## config.mk

```make
export PLATFORM = sky130hd
export DESIGN_NAME = br_unit
export DESIGN_NICKNAME = d
export VERILOG_FILES = /design/src/rtl/br_pkg.sv /design/src/rtl/br_decode.sv /design/src/rtl/br_cond.sv /design/src/rtl/br_target.sv /design/src/rtl/br_unit.sv
export SDC_FILE = /design/constraint.sdc
export NUM_CORES = 1
export LEC_CHECK = 0
export BUFFER_PORTS_ARGS = -buffer_cell sky130_fd_sc_hd__buf_4
export CAP_MARGIN = 40
export CORE_UTILIZATION = 29
export DETAILED_ROUTE_END_ITERATION = 8
export HOLD_SLACK_MARGIN = 0.12
export PLACE_DENSITY = 0.55
export SYNTH_ARGS = -nofsm -noshare
export SYNTH_HDL_FRONTEND = slang
export SYNTH_HIERARCHICAL = 1
export SYNTH_SLANG_ARGS = --single-unit
```

## constraint.sdc

```tcl
create_clock -name clk -period 3.2 [get_ports clk]
set_input_delay 0.16 -clock clk [delete_from_list [all_inputs] [get_ports clk]]
set_output_delay 0.16 -clock clk [all_outputs]
set_load 0.02 [all_outputs]
```

## src/rtl/br_pkg.sv

```systemverilog
package br_pkg;

    localparam int OPC_W   = 8;
    localparam int MATCH_W = 5;
    localparam logic [MATCH_W-1:0] BR_MATCH = 5'h10;

    typedef enum logic [1:0] {
        SEL_NEG   = 2'b00,
        SEL_OVF   = 2'b01,
        SEL_CARRY = 2'b10,
        SEL_ZERO  = 2'b11
    } flag_sel_e;

    typedef struct packed {
        logic      is_branch;
        flag_sel_e sel;
        logic      want;
    } br_decode_t;

    typedef struct packed {
        logic neg;
        logic zero;
        logic carry;
        logic ovf;
    } br_flags_t;

    function automatic br_decode_t decode_opcode(input logic [OPC_W-1:0] op);
        br_decode_t d;
        d.is_branch = (op[MATCH_W-1:0] == BR_MATCH);
        d.sel       = flag_sel_e'(op[7:6]);
        d.want      = op[5];
        return d;
    endfunction

    function automatic logic pick_flag(input br_flags_t f, input flag_sel_e s);
        logic v;
        unique case (s)
            SEL_NEG:   v = f.neg;
            SEL_OVF:   v = f.ovf;
            SEL_CARRY: v = f.carry;
            default:   v = f.zero;
        endcase
        return v;
    endfunction

endpackage

```

## src/rtl/br_decode.sv

```systemverilog
module br_decode
    import br_pkg::*;
(
    input  logic [OPC_W-1:0] opcode,
    output br_decode_t       dec
);
    always_comb dec = decode_opcode(opcode);
endmodule

```

## src/rtl/br_cond.sv

```systemverilog
module br_cond
    import br_pkg::*;
(
    input  br_decode_t dec,
    input  br_flags_t  flags,
    output logic       taken
);
    logic flag_val;
    always_comb begin
        flag_val = pick_flag(flags, dec.sel);
        taken    = dec.is_branch && (flag_val == dec.want);
    end
endmodule

```

## src/rtl/br_target.sv

```systemverilog
module br_target #(
    parameter int ADDR_W  = 16,
    parameter int DISP_W  = 8,
    parameter int CYC_W   = 3,
    parameter int BASE_CY = 2,
    parameter int PAGE_W  = 8
) (
    input  logic              is_branch,
    input  logic              taken,
    input  logic [DISP_W-1:0] disp,
    input  logic [ADDR_W-1:0] follow_pc,
    output logic [ADDR_W-1:0] next_pc,
    output logic [CYC_W-1:0]  cycles,
    output logic              self_loop
);
    localparam int EXT_W = ADDR_W - DISP_W;
    localparam int HI_LO = PAGE_W;
    localparam logic [DISP_W-1:0] LOOP_DISP = {{(DISP_W-1){1'b1}}, 1'b0};
    localparam logic [CYC_W-1:0]  CY_NT   = CYC_W'(BASE_CY);
    localparam logic [CYC_W-1:0]  CY_SAME = CYC_W'(BASE_CY + 1);
    localparam logic [CYC_W-1:0]  CY_XPG  = CYC_W'(BASE_CY + 2);

    logic [ADDR_W-1:0] offset;
    logic [ADDR_W-1:0] target;
    logic              crossed;

    always_comb begin
        offset  = {{EXT_W{disp[DISP_W-1]}}, disp};
        target  = follow_pc + offset;
        crossed = (target[ADDR_W-1:HI_LO] != follow_pc[ADDR_W-1:HI_LO]);

        next_pc   = taken ? target : follow_pc;
        self_loop = taken && (disp == LOOP_DISP);

        if (!is_branch)
            cycles = '0;
        else if (!taken)
            cycles = CY_NT;
        else if (crossed)
            cycles = CY_XPG;
        else
            cycles = CY_SAME;
    end
endmodule

```

## src/rtl/br_unit.sv

```systemverilog
module br_unit
    import br_pkg::*;
#(
    parameter int ADDR_W = 16,
    parameter int DISP_W = 8,
    parameter int CYC_W  = 3
) (
    input  logic              clk,
    input  logic              rst,
    input  logic              start,
    input  logic [7:0]        opcode,
    input  logic [DISP_W-1:0] disp,
    input  logic              flag_n,
    input  logic              flag_z,
    input  logic              flag_c,
    input  logic              flag_v,
    input  logic [ADDR_W-1:0] follow_pc,
    output logic              done,
    output logic              recognised,
    output logic              taken,
    output logic [ADDR_W-1:0] next_pc,
    output logic [CYC_W-1:0]  cycles,
    output logic              self_loop
);
    br_decode_t        dec;
    br_flags_t         flags;
    logic              taken_c;
    logic [ADDR_W-1:0] npc_c;
    logic [CYC_W-1:0]  cyc_c;
    logic              loop_c;

    always_comb begin
        flags.neg   = flag_n;
        flags.zero  = flag_z;
        flags.carry = flag_c;
        flags.ovf   = flag_v;
    end

    br_decode u_dec (
        .opcode (opcode),
        .dec    (dec)
    );

    br_cond u_cond (
        .dec   (dec),
        .flags (flags),
        .taken (taken_c)
    );

    br_target #(
        .ADDR_W (ADDR_W),
        .DISP_W (DISP_W),
        .CYC_W  (CYC_W)
    ) u_tgt (
        .is_branch (dec.is_branch),
        .taken     (taken_c),
        .disp      (disp),
        .follow_pc (follow_pc),
        .next_pc   (npc_c),
        .cycles    (cyc_c),
        .self_loop (loop_c)
    );

    always_ff @(posedge clk) begin
        if (rst) begin
            done       <= 1'b0;
            recognised <= 1'b0;
            taken      <= 1'b0;
            next_pc    <= '0;
            cycles     <= '0;
            self_loop  <= 1'b0;
        end else begin
            done <= start;
            if (start) begin
                recognised <= dec.is_branch;
                taken      <= taken_c;
                next_pc    <= npc_c;
                cycles     <= cyc_c;
                self_loop  <= loop_c;
            end
        end
    end
endmodule

```

==> summary.md <==
| Metric | Value |
|---|---|
| Area of the die | around 7300 sq um |
| Top area cells in the synthesized netlist | sky130_fd_sc_hd__dfxtp_1, sky130_fd_sc_hd__mux2i_1, sky130_fd_sc_hd__ha_1, sky130_fd_sc_hd__nor2_1, sky130_fd_sc_hd__mux2_2 |
| Relative slew slack | around 65% |
| Port buffer count | 61 |
| Area of the mapped netlist | 2030 sq um |
| Routed vias | 1796 |
| Crit path kind | in2reg |
| Yosys warning count | 6 |
| Clk Latency, worst-skew pair | ~260 ps |
| Critical path data required time | between 3000 and 4000 ps |
| Startpoint of the worst register-to-register path | cycles[2] |
| Sequential area share after synthesis | roughly 23% |
| Final clock period utilization by the worst path | between 90% and 100% |
| Final setup fails | 0 |
| Clock tree from TritonCTS | yes |
| Instance area after placement | between 2000 and 3000 sq um |
| Row count | 30 |
| Total leakage power | 1.16 nW |
| Fin area | 2580 sq um |
| Fraction of synthesized cell area taken by the top area cell type | a little under a quarter |
| Flip-flop and latch count after synthesis | 23 |
| Tightest Hold Check Type | in2reg |
| End point of the most critical hold path | next_pc[4] |
| Initial antenna violation count | 0 |
| Number of unique standard cell types used by synthesis | between 40 and 50 |
| Fraction of layout cells with a size suffix above 1 | between 30% and 40% |
| Buffer cell driving the clock tree root | sky130_fd_sc_hd__clkbuf_8 |
| Setup crit end kind | flop |
| Async SR Flop Fraction | 0% |
| Unrepaired setup endpoints after global routing | no |
| Sinks on the clock net | 23 |
| GRT overflow | 0 |
| Worst reg2reg path endpoint | cycles[2] |
| Buffers from clock root to sink, at most | 2 |
| Hold-critical path depth | 2 |
| Die H | around 86 um |
| Number of placed instances with taps included | 375 |
| Max-cap viol count | 0 |
| Count of mapped cells out of synthesis | roughly 230 |
| Tightest Pin Transition | around 530 ps |
| Top flip-flop cell by instance count after synthesis | sky130_fd_sc_hd__dfxtp_1 |
| Largest net degree at the start of global routing | 24 |
| Most common cell after layout, fill and taps aside | sky130_fd_sc_hd__buf_4 |
| Sort of element at the start of the critical path | input port |
| Final worst path period need | between 2000 and 3000 ps |
| Arrival @ worst endpoint | 3080 ps |
| Commonest cells after routing, fill and taps aside | sky130_fd_sc_hd__buf_4, sky130_fd_sc_hd__nor2_1, sky130_fd_sc_hd__mux2i_1, sky130_fd_sc_hd__dfxtp_1, sky130_fd_sc_hd__a21oi_1 |
| WL/cell | between 10 and 15 um |
| Final count of hold timing violations | 0 |
| Initial cell density of the core | 29.9% |
| Detail Placement HPWL | slightly above 4000 um |
| Number of global-route vias before repair | 1794 |
| Buffer count from post-CTS setup fixing | 0 |
| Area growth from synthesis to layout | 27.0% |
| Worst VDD drop | around 0.2 mV |
| Wire length reported by the detailed router | just over 5000 um |
| Nets@finish | 339 |
| Slew Viols, Final | 0 |
| CTS Hold Bufs | 0 |
| DRC viols | 1 |
| CTS Buf Count | 3 |
| Htree depth | 1 |
| Antenna violation net count after detailed routing | 0 |
| Logic depth of the worst register-to-register path | 2 |
| Count of instances resized after the clock tree is built | 0 |
| P per Cell Area | around 320 nW/um^2 |
| Utilization of the core after routing | roughly 38% |
| Failing checks | DRC |
| Total core area | slightly below 7000 sq um |
| Routability congestion estimate from global placement | around 0.8 |
| Worst-case clock skew | 0 ps |
| Violation count after the first detailed-route iteration | slightly below 80 |
| Global-route wire length before repair | slightly below 9000 um |
| Clock-pin slew of the registers on the worst-case setup and hold paths | about 90 ps |
| Synthesized area divided by synthesized cell count | between 8 and 9 sq um |
| Via count normalized by instance count | ~4.7 |
| Total iterations of the first detailed-routing run | 6 |
| Run status | finished, violations left |
| EDFF count, synth | 0 |
| Startpoint of the most critical hold path | rst |
| Ant diodes | 0 |
| Die width | roughly 86 um |
| Number of placed I/O pins | 62 |
| R2R setup slack | approximately 2600 ps |
| Net count of the mapped netlist | 283 |
| GRT Total Usage | between 10% and 20% |
| Worst-path maximum fanout | 3 |
| Post-Layout Cell Count | around 380 |
| Library cell occupying the most area in the post-synthesis netlist | sky130_fd_sc_hd__dfxtp_1 |
| Fmax | between 300 and 400 MHz |
[through the flow]
| step | total power [mW] | hold WS, ps | setup TNS [ps] | setup slack (ps) |
|---|---|---|---|---|
| floorplan | 0.551 | 232 | 0 | 391 |
| global placement | 0.656 | 475 | 0 | 88.1 |
| detailed placement | 0.657 | 482 | -18.4 | -18.4 |
| CTS | 0.848 | 236 | 0 | 272 |
| global route | 0.901 | 229 | 0 | 55.2 |
| finish | 0.836 | 236 | 0 | 279 |
[worst max path at each step]
| stage | end | cells past startpoint | from | slack, ps |
|---|---|---|---|---|
| after floorplan | cycles[2] | 11 | disp[0] | 390 |
| after global placement | cycles[2] | 12 | disp[0] | 90 |
| after detailed placement | cycles[2] | 12 | disp[0] | -20 |
| after CTS | cycles[2] | 12 | disp[0] | 270 |
| after global routing | cycles[2] | 12 | disp[0] | 60 |
| final | cycles[2] | 12 | disp[0] | 280 |
[state kept, by name, indices dropped and copies added (netlist names)]
| name | cells |
|---|---|
| next_pc | 16 |
| taken | 1 |
| cycles | 3 |
| done | 1 |
| self_loop | 1 |
| recognised | 1 |
[cells by family (layout without fill, tap and decap cells)]
kind of cell	Yosys count	after routing	synth area share, %
simple gates	72	72	16.6
compound gates	46	46	16.0
mux	34	34	18.0
flops	23	23	22.7
xor+xnor	20	20	10.7
buf+inv	17	72	5.73
fa+ha+maj	16	16	10.2
[cell type report]
cell class	count	area, sq um
Clock buffer	3	41.3
Clock inverter	1	7.51
Fill cell	700	4220
Inverter	4	15.0
Multi-Input combinational cell	188	1450
Sequential cell	23	460
Tap cell	96	120
Timing Repair Buffer	64	480
[report_power, final]
group / switching [mW] / internal (mW)
clock network: 0.0976 / 0.0880
logic: 0.175 / 0.168
registers: 0.00711 / 0.300
[synth_stat cells, drive strengths merged, types with 2 or more instances]
master	instances
a2111oi	2
a211oi	5
a21o	2
a21oi	18
and2	3
and3	3
buf	7
clkbuf	6
dfxtp	23
ha	15
inv	4
mux2	10
mux2i	23
nand2	13
nand2b	2
nand3	2
nand4	3
nor2	36
nor2b	2
nor3	2
nor4	3
o211ai	2
o21ai	7
o31ai	2
or3	2
xnor2	12
xnor3	2
xor2	5
[per-layer routing]
layer / up-vias / global-route usage (%) / part of all wire [%]
li1: 939 / - / -
met1: 827 / 20.3 / 51
met2: 28 / 25.2 / 46
met3: 2 / 1.92 / 2.9
met4: 0 / 2.73 / 0.59
met5: - / 0 / 0
[worst max-delay path: stages]
cell	delay [ps]
sky130_fd_sc_hd__buf_4	110
sky130_fd_sc_hd__ha_1	210
sky130_fd_sc_hd__fa_1	420
sky130_fd_sc_hd__a211oi_1	370
sky130_fd_sc_hd__nor4b_1	130
sky130_fd_sc_hd__nor3_1	250
sky130_fd_sc_hd__xnor3_1	280
sky130_fd_sc_hd__a2111oi_2	390
sky130_fd_sc_hd__nand4_1	200
sky130_fd_sc_hd__o311a_1	360
sky130_fd_sc_hd__mux2i_1	140
sky130_fd_sc_hd__nor2_1	50
(Power assumes the default switching activity.)
